**config.mk**
```make
export PLATFORM = sky130hd
export DESIGN_NAME = tmr8_multimode
export DESIGN_NICKNAME = d
export VERILOG_FILES = /design/src/rtl/tmr8_pkg.sv /design/src/rtl/tmr8_step.sv /design/src/rtl/tmr8_flag.sv /design/src/rtl/tmr8_multimode.sv
export SDC_FILE = /design/constraint.sdc
export NUM_CORES = 1
export LEC_CHECK = 0
export BUFFER_PORTS_ARGS = -buffer_cell sky130_fd_sc_hd__buf_2
export CAP_MARGIN = 30
export CORE_MARGIN = 2
export CORE_UTILIZATION = 58
export DETAILED_ROUTE_END_ITERATION = 12
export PLACE_DENSITY = 0.82
export SYNTH_ARGS = -nofsm -noshare
export SYNTH_HDL_FRONTEND = slang
export SYNTH_SLANG_ARGS = --single-unit
```
**constraint.sdc**
```tcl
create_clock -name clk -period 6.4 [get_ports clk]
set_input_delay 0.64 -clock clk [delete_from_list [all_inputs] [get_ports clk]]
set_output_delay 0.64 -clock clk [all_outputs]
set_load 0.05 [all_outputs]
```
**src/rtl/tmr8_pkg.sv**
```systemverilog
package tmr8_pkg;

  typedef enum logic [1:0] {
    MODE_FREE = 2'b00,
    MODE_MOD  = 2'b01,
    MODE_DOWN = 2'b10,
    MODE_UPDN = 2'b11
  } tmr_mode_e;

endpackage

```
**src/rtl/tmr8_step.sv**
```systemverilog
module tmr8_step
  import tmr8_pkg::*;
#(
  parameter int W = 8
) (
  input  tmr_mode_e      mode_i,
  input  logic [W-1:0]   cnt_i,
  input  logic [W-1:0]   tc_i,
  input  logic           dir_up_i,
  input  logic           load_i,
  input  logic           adv_i,
  output logic [W-1:0]   cnt_o,
  output logic           dir_up_o,
  output logic           ev_o
);

  localparam logic [W-1:0] ZERO = '0;
  localparam logic [W-1:0] ONE  = {{(W-1){1'b0}}, 1'b1};
  localparam logic [W-1:0] TOP  = {W{1'b1}};

  function automatic logic [W-1:0] f_inc(input logic [W-1:0] v);
    return v + ONE;
  endfunction

  function automatic logic [W-1:0] f_dec(input logic [W-1:0] v);
    return v - ONE;
  endfunction

  function automatic logic f_zero(input logic [W-1:0] v);
    return v == ZERO;
  endfunction

  always_comb begin
    cnt_o    = cnt_i;
    dir_up_o = dir_up_i;
    ev_o     = 1'b0;
    if (load_i) begin
      cnt_o    = tc_i;
      dir_up_o = 1'b1;
    end else if (adv_i) begin
      unique case (mode_i)
        MODE_FREE: begin
          cnt_o = f_inc(cnt_i);
          ev_o  = (cnt_i == TOP);
        end
        MODE_MOD: begin
          cnt_o = (cnt_i >= tc_i) ? ZERO : f_inc(cnt_i);
          ev_o  = (cnt_o == tc_i);
        end
        MODE_DOWN: begin
          if (!f_zero(cnt_i)) begin
            cnt_o = f_dec(cnt_i);
            ev_o  = f_zero(cnt_o);
          end
        end
        MODE_UPDN: begin
          if (dir_up_i && (cnt_i < tc_i)) begin
            cnt_o = f_inc(cnt_i);
          end else if (f_zero(cnt_i)) begin
            cnt_o    = ZERO;
            dir_up_o = 1'b1;
            ev_o     = 1'b1;
          end else begin
            cnt_o    = f_dec(cnt_i);
            dir_up_o = f_zero(cnt_o);
            ev_o     = f_zero(cnt_o);
          end
        end
        default: cnt_o = cnt_i;
      endcase
    end
  end

endmodule

```
**src/rtl/tmr8_flag.sv**
```systemverilog
module tmr8_flag (
  input  logic clk,
  input  logic rst_n,
  input  logic ev_i,
  input  logic clr_i,
  input  logic mask_i,
  input  logic ien_i,
  output logic flag_o,
  output logic stat_o,
  output logic irq_o
);

  logic flag_q;

  always_ff @(posedge clk or negedge rst_n) begin
    if (!rst_n) flag_q <= 1'b0;
    else        flag_q <= ev_i | (flag_q & ~clr_i);
  end

  assign flag_o = flag_q;
  assign stat_o = flag_q & mask_i;
  assign irq_o  = flag_q & mask_i & ien_i;

endmodule

```
**src/rtl/tmr8_multimode.sv**
```systemverilog
module tmr8_multimode
  import tmr8_pkg::*;
#(
  parameter int W = 8
) (
  input  logic         clk,
  input  logic         rst_n,
  input  logic         tick_en,
  input  logic         run,
  input  logic [1:0]   mode,
  input  logic [W-1:0] term_cnt,
  input  logic         flag_clr,
  input  logic         ovf_mask,
  input  logic         irq_en,
  output logic [W-1:0] count,
  output logic         stat_flag,
  output logic         irq
);

  tmr_mode_e    mode_e;
  logic         run_q;
  logic         start_pulse;
  logic         load_now;
  logic         adv;
  logic [W-1:0] cnt_q;
  logic [W-1:0] cnt_nxt;
  logic         up_q;
  logic         up_nxt;
  logic         ev_ovf;
  logic         ovf_sticky;

  assign mode_e      = tmr_mode_e'(mode);
  assign start_pulse = run & ~run_q;
  assign load_now    = start_pulse & (mode_e == MODE_DOWN);
  assign adv         = tick_en & run & ~load_now;

  always_ff @(posedge clk or negedge rst_n) begin
    if (!rst_n) begin
      run_q <= 1'b0;
      cnt_q <= '0;
      up_q  <= 1'b1;
    end else begin
      run_q <= run;
      cnt_q <= cnt_nxt;
      up_q  <= up_nxt;
    end
  end

  tmr8_step #(.W(W)) u_step (
    .mode_i   (mode_e),
    .cnt_i    (cnt_q),
    .tc_i     (term_cnt),
    .dir_up_i (up_q),
    .load_i   (load_now),
    .adv_i    (adv),
    .cnt_o    (cnt_nxt),
    .dir_up_o (up_nxt),
    .ev_o     (ev_ovf)
  );

  tmr8_flag u_flag (
    .clk    (clk),
    .rst_n  (rst_n),
    .ev_i   (ev_ovf),
    .clr_i  (flag_clr),
    .mask_i (ovf_mask),
    .ien_i  (irq_en),
    .flag_o (ovf_sticky),
    .stat_o (stat_flag),
    .irq_o  (irq)
  );

  assign count = cnt_q;

endmodule

```
; ---- Word-level counts from Yosys, hierarchy flattened
; Cells that the tools add are included.
; W data, S select, Z words.
[op_classes]
n_bitwise = 11
n_reduce_logical = 8
muxes = 17
n_eq_ne = 7
n_addsub = 2
n_lt_le_gt_ge = 2
[op_table]
columns = op, count
row1 = $mux W8, 6
row2 = $pmux W8 S4, 1
row3 = $logic_not A8 Y1, 2
row4 = $mux W1, 9
row5 = $add A8 B1 Y8 const B, 1
row6 = $eq A8 B8 Y1, 1
row7 = $eq A8 B8 Y1 const B, 1
row8 = $ge A8 B8 Y1, 1
row9 = $lt A8 B8 Y1, 1
row10 = $sub A8 B1 Y8 const B, 1
row11 = $and A1 B1 Y1, 7
row12 = $eq A2 B2 Y1 const B, 2
row13 = $pmux W1 S4, 1
row14 = $reduce_bool A2 Y1, 2
row15 = $ne A3 B3 Y1 const B, 1
row16 = $not A1 Y1, 3
row17 = $reduce_and A3 Y1, 1
row18 = $eq A2 B1 Y1 const B, 1
row19 = $logic_not A2 Y1, 1
row20 = $ne A2 B2 Y1 const B, 1
row21 = $reduce_and A2 Y1, 1
row22 = $logic_and A1 B1 Y1, 1
row23 = $or A1 B1 Y1, 1
[totals]
in_bits = 17
out_inout_bits = 10
ff_bits = 11

; ---- Logic depth before layout (Yosys ltp)
[logic_depth]
depth_word = 8
ltp_mapped = 11
mapped_depth_nobuf = 9

; ---- Hierarchy
; Synthesis repeated with hierarchy kept, for this count alone.
[hier_totals]
cells_unflattened = 200
area_unflattened_um2 = 1542.7
[modules_own_cells]
columns = mod, instances, seq_area_each_um2, area_per_inst_um2, cells_per_inst
row1 = tmr8_step, 1, 0.0, 1223.7, 181
row2 = tmr8_multimode, 1, 251.5, 270.3, 14
row3 = tmr8_flag, 1, 25.0, 48.8, 5

; ---- Least setup slack after synthesis
; OpenSTA, ideal clock, no wires.
[synth_path]
kind = reg-to-reg
start = reg cnt_q[0], in the netlist count[0]
end = reg cnt_q[6], in the netlist count[6]
path_buffers = 2
required_ns = 6.276
path_slack_ns = 3.928
arrival_ns = 2.348
path_stages_with_launch = 12
setup_ns = 0.124
synth_period_minus_slack_ns = 2.472
cell_sequence = dfrtp_1 > buf_6 > inv_1 > ha_1 > or4b_4 > nor4_4 > a21o_1 > buf_6 > nor3_1 > a21oi_1 > o21ai_1 > a2bb2oi_1
[synth_between]
elab_chain_cells = 6
[synth_lines]
columns = element, line_no
row1 = from (decl), tmr8_multimode.sv:25  ; logic [W-1:0] cnt_q;
row2 = from (signal assigned), tmr8_multimode.sv:44  ; cnt_q <= cnt_nxt;
row3 = "$sub A8 B1 Y8, or another cell as far along", tmr8_step.sv:26  ; return v - ONE;
row4 = $mux W8 or $logic_and A1 B1 Y1 (tied branches), "tmr8_step.sv:59, tmr8_step.sv:57"
row5 = $mux W8, tmr8_step.sv:57  ; if (dir_up_i && (cnt_i < tc_i)) begin
row6 = $pmux W8 S4, tmr8_step.sv:41  ; unique case (mode_i)
row7 = $mux W8, tmr8_step.sv:40  ; end else if (adv_i) begin
row8 = $mux W8, tmr8_step.sv:37  ; if (load_i) begin
; Several ways; a longest one is shown, not always the timed one. The select of a mux whose other input is x is not followed.
; A chain may end at the register's enable or synchronous reset.

; ---- Worst setup path after layout
[layout_path]
start = reg cnt_q[6], in the netlist count[6]
end = reg cnt_q[5], in the netlist count[5]
[layout_between]
elab_chain_cells = 6
[layout_lines]
columns = element, line_no
row1 = $lt A8 B8 Y1 or $logic_not A8 Y1 (tied branches), "tmr8_step.sv:57, tmr8_step.sv:30"
row2 = $logic_and A1 B1 Y1 or $mux W8 (tied branches), "tmr8_step.sv:57, tmr8_step.sv:59"
row3 = $mux W8, tmr8_step.sv:57
row4 = $pmux W8 S4, tmr8_step.sv:41
row5 = $mux W8, tmr8_step.sv:40
row6 = $mux W8, tmr8_step.sv:37
; Several ways; a longest one is shown, not always the timed one. The select of a mux whose other input is x is not followed.

==> flow_metrics.env <==
export IMPL_status="finished, final reports clean"
export IMPL_route_detailed_drc=0
export IMPL_cts_root_buf="clkbuf_4"
export IMPL_hold_class="primary input to asynchronous set/reset pin"
export IMPL_syn_inst=195
export IMPL_syn2layout_area_growth_pct=8.05
export IMPL_instances_no_fill=247
export IMPL_hold_viol=0
export IMPL_cp_max_fo=15
export IMPL_ys_seq_area_frac=0.180
export IMPL_synth_edf_count=0
export IMPL_fin_tns_setup_ns=0
export IMPL_worstPathCellList="ha_1 -> nand2_1 -> o21ai_0 -> nor2_1 -> o2bb2ai_1 -> o221ai_1 -> a22o_1"
export IMPL_crit_type="flop to flop"
export IMPL_fmax_mhz=340
export IMPL_first_iter_violations=130
export IMPL_vias_per_cell=6.66
export IMPL_p_total_uw=539
export IMPL_place_hpwl_mm=3.41
export IMPL_crit_path_max_incr_delay_ns=0.60
export IMPL_relSlewSlack=0.602
export IMPL_fin_nets=247
export IMPL_cts_tree="yes"
export IMPL_start_util=0.616
export IMPL_track_usage=0.291
export IMPL_yosysWarnings=0
export IMPL_max_cap_viol_count=0
export IMPL_synth_seq_cells=11
export IMPL_antenna_found_initial=0
export IMPL_synth_nets=224
export IMPL_synthFlopType="dfrtp_1"
export IMPL_first_global_vias=1514
export IMPL_cts_sinks=11
export IMPL_worstMarginPinSlew_ns=0.591
export IMPL_grt_overflow=0
export IMPL_placed_cells=243
export IMPL_cts_htree_levels=1
export IMPL_die_w_um=55.5
export IMPL_wl_per_cell_um=17.9
export IMPL_synthArstFlopShare=1.00
export IMPL_core_area_mm2=0.00250
export IMPL_setup_viol=0
export IMPL_n_antenna_cell=0
export IMPL_routed_wl_mm=4.41
export IMPL_fp_dieArea_mm2=0.00308
export IMPL_arrival_ns=3.12
export IMPL_startpoint_type="flop"
export IMPL_grt_pass1_wl_mm=7.28
export IMPL_fp_row_count=18
export IMPL_clock_skew_ns=0.00920
export IMPL_cts_buffers=3
export IMPL_netlist_area_mm2=0.00154
export IMPL_numPortBuffers=26
export IMPL_postCtsSetupBuffers=0
export IMPL_fin_crit_sh=0.460
export IMPL_grt_max_degree=18
export IMPL_cts_resized=0
export IMPL_drt_first_pass_iters=5
export IMPL_leakage_uw=0.000717
export IMPL_num_vias=1645
export IMPL_place_congestion=0.932
export IMPL_die_height_um=55.5
export IMPL_cts_hold_buf=0
export IMPL_clk_pin_slew_ns=0.09
export IMPL_critical_path_slowest_cell="dfrtp_1"
export IMPL_final_antenna_net_count=0
export IMPL_avgSynthCellArea_um2=7.89
export IMPL_rsz0062_at_grt="no"
export IMPL_drv_slew=0
export IMPL_worstSkewPairLatency_ns=0.28
export IMPL_critical_path_required_ns=6.57
export IMPL_ir_worst_vdd_v=0.000253
export IMPL_power_density_mw_per_mm2=324
export IMPL_ys_types=60
export IMPL_period_needed_ns=2.94
export IMPL_endpoint_kind="flop"
export IMPL_drive_gt1_frac=0.203
export IMPL_pin_count=27
export IMPL_cts_buffer_depth=2
## kinds of logic (layout without fill, tap and decap cells)
| family | after synthesis | in the layout | synth area share |
|---|---|---|---|
| and+or+nand+nor | 79 | 79 | 0.282 |
| AOI/OAI and AO/OA | 55 | 55 | 0.254 |
| buffers and inverters | 23 | 45 | 0.0886 |
| adders and majority gates | 12 | 12 | 0.0976 |
| xor gates and xnor gates | 12 | 12 | 0.0772 |
| DFF | 11 | 11 | 0.180 |
| muxes | 3 | 3 | 0.0211 |
## synth_stat cells, drive strengths merged, types with 2 or more instances
cell / n / area [µm²]
a21oi: 14 / 77.6
o22ai: 2 / 12.5
xor2: 5 / 43.8
nand3b: 2 / 15.0
inv: 14 / 52.6
mux2: 2 / 22.5
or2: 3 / 18.8
or3: 3 / 20.0
o221ai: 2 / 17.5
clkbuf: 2 / 27.5
buf: 7 / 56.3
a22o: 2 / 17.5
nand2: 17 / 63.8
nand4: 4 / 25.0
nand3: 7 / 35.0
ha: 12 / 150
nor4: 5 / 52.6
o32ai: 2 / 17.5
o2111ai: 2 / 17.5
nor3: 6 / 30.0
a211oi: 2 / 15.0
o21ai: 7 / 38.8
a31oi: 4 / 25.0
o31ai: 3 / 22.5
dfrtp: 10 / 250
xnor2: 6 / 52.6
o211ai: 5 / 42.5
or4: 2 / 18.8
a2bb2oi: 2 / 17.5
nor2: 20 / 75.1
nor4b: 3 / 26.3
## path summary, 6_finish.rpt
kind | slack [ns] | end | start | cells past startpoint
max | 3.46 | count[5] | count[6] | 7
min | 0.22 | count[1] | rst_n | 1
max reg2reg | 3.46 | count[5] | count[6] | 7
min reg2reg | 0.54 | up_q | up_q | 2
max in group asynchronous | 5.89 | up_q | rst_n | 1
min in group clk | 0.53 | run_q | run | 1
## cells in the final DEF, fill, tap and decap left out, types with 3 or more instances in the layout
cell type and n:
nor4_1 3, xnor2_1 6, a31oi_1 4, o31ai_1 3, a21oi_1 12, xor2_1 5
buf_2 26, nand3_1 7, clkbuf_4 3, nand4_1 4, o21ai_0 5, nor3_1 6
o211ai_1 4, nor2_1 20, ha_1 12, dfrtp_1 10, nand2_1 17, inv_1 14
## critical path, delay by kind of cell (launching register included)
family	cells	cell delay [ns]
compound gates	4	1.49
flops	1	0.60
fa+ha+maj	1	0.41
simple gates	2	0.34
## through the flow
stage | hold slack (ns) | area, µm² | setup WS, ns | util
2_1_floorplan | 0.344 | 1540 | 3.93 | -
3_3_place_gp | 0.528 | 1640 | 3.51 | 0.655
3_5_place_dp | 0.527 | 1640 | 3.36 | 0.655
4_1_cts | 0.241 | 1660 | 3.57 | 0.665
5_1_grt | 0.241 | 1660 | 3.32 | 0.665
6_report | 0.222 | 1660 | 3.46 | 0.665
## registers in the layout, indices dropped and copies added, names as in the netlist
signal,cells
count,8
u_flag.flag_o,1
run_q,1
up_q,1
## cell type report
class                           count  area, µm²
Tap cell                           30       37.5
Fill cell                         233        837
Inverter                           14       52.6
Sequential cell                    11        277
Clock buffer                        4       26.3
Timing Repair Buffer               27        138
Multi-Input combinational cell    161       1130
## metal layers
layer | wire length [µm] | vias up | track usage
li1 | - | 776 | -
met1 | 1800 | 756 | 0.399
met2 | 2050 | 97 | 0.483
met3 | 481 | 16 | 0.0351
met4 | 76 | 0 | 0.0732
met5 | 0 | - | 0
## where the power goes
| part | switching (µW) | total [µW] | internal, µW |
|---|---|---|---|
| Combinational | 207 | 334 | 126 |
| Clock | 27.6 | 51.8 | 24.1 |
| Sequential | 65.6 | 154 | 88.0 |
| Total | 301 | 539 | 238 |
Note: power is estimated with default switching activity, not from simulation.
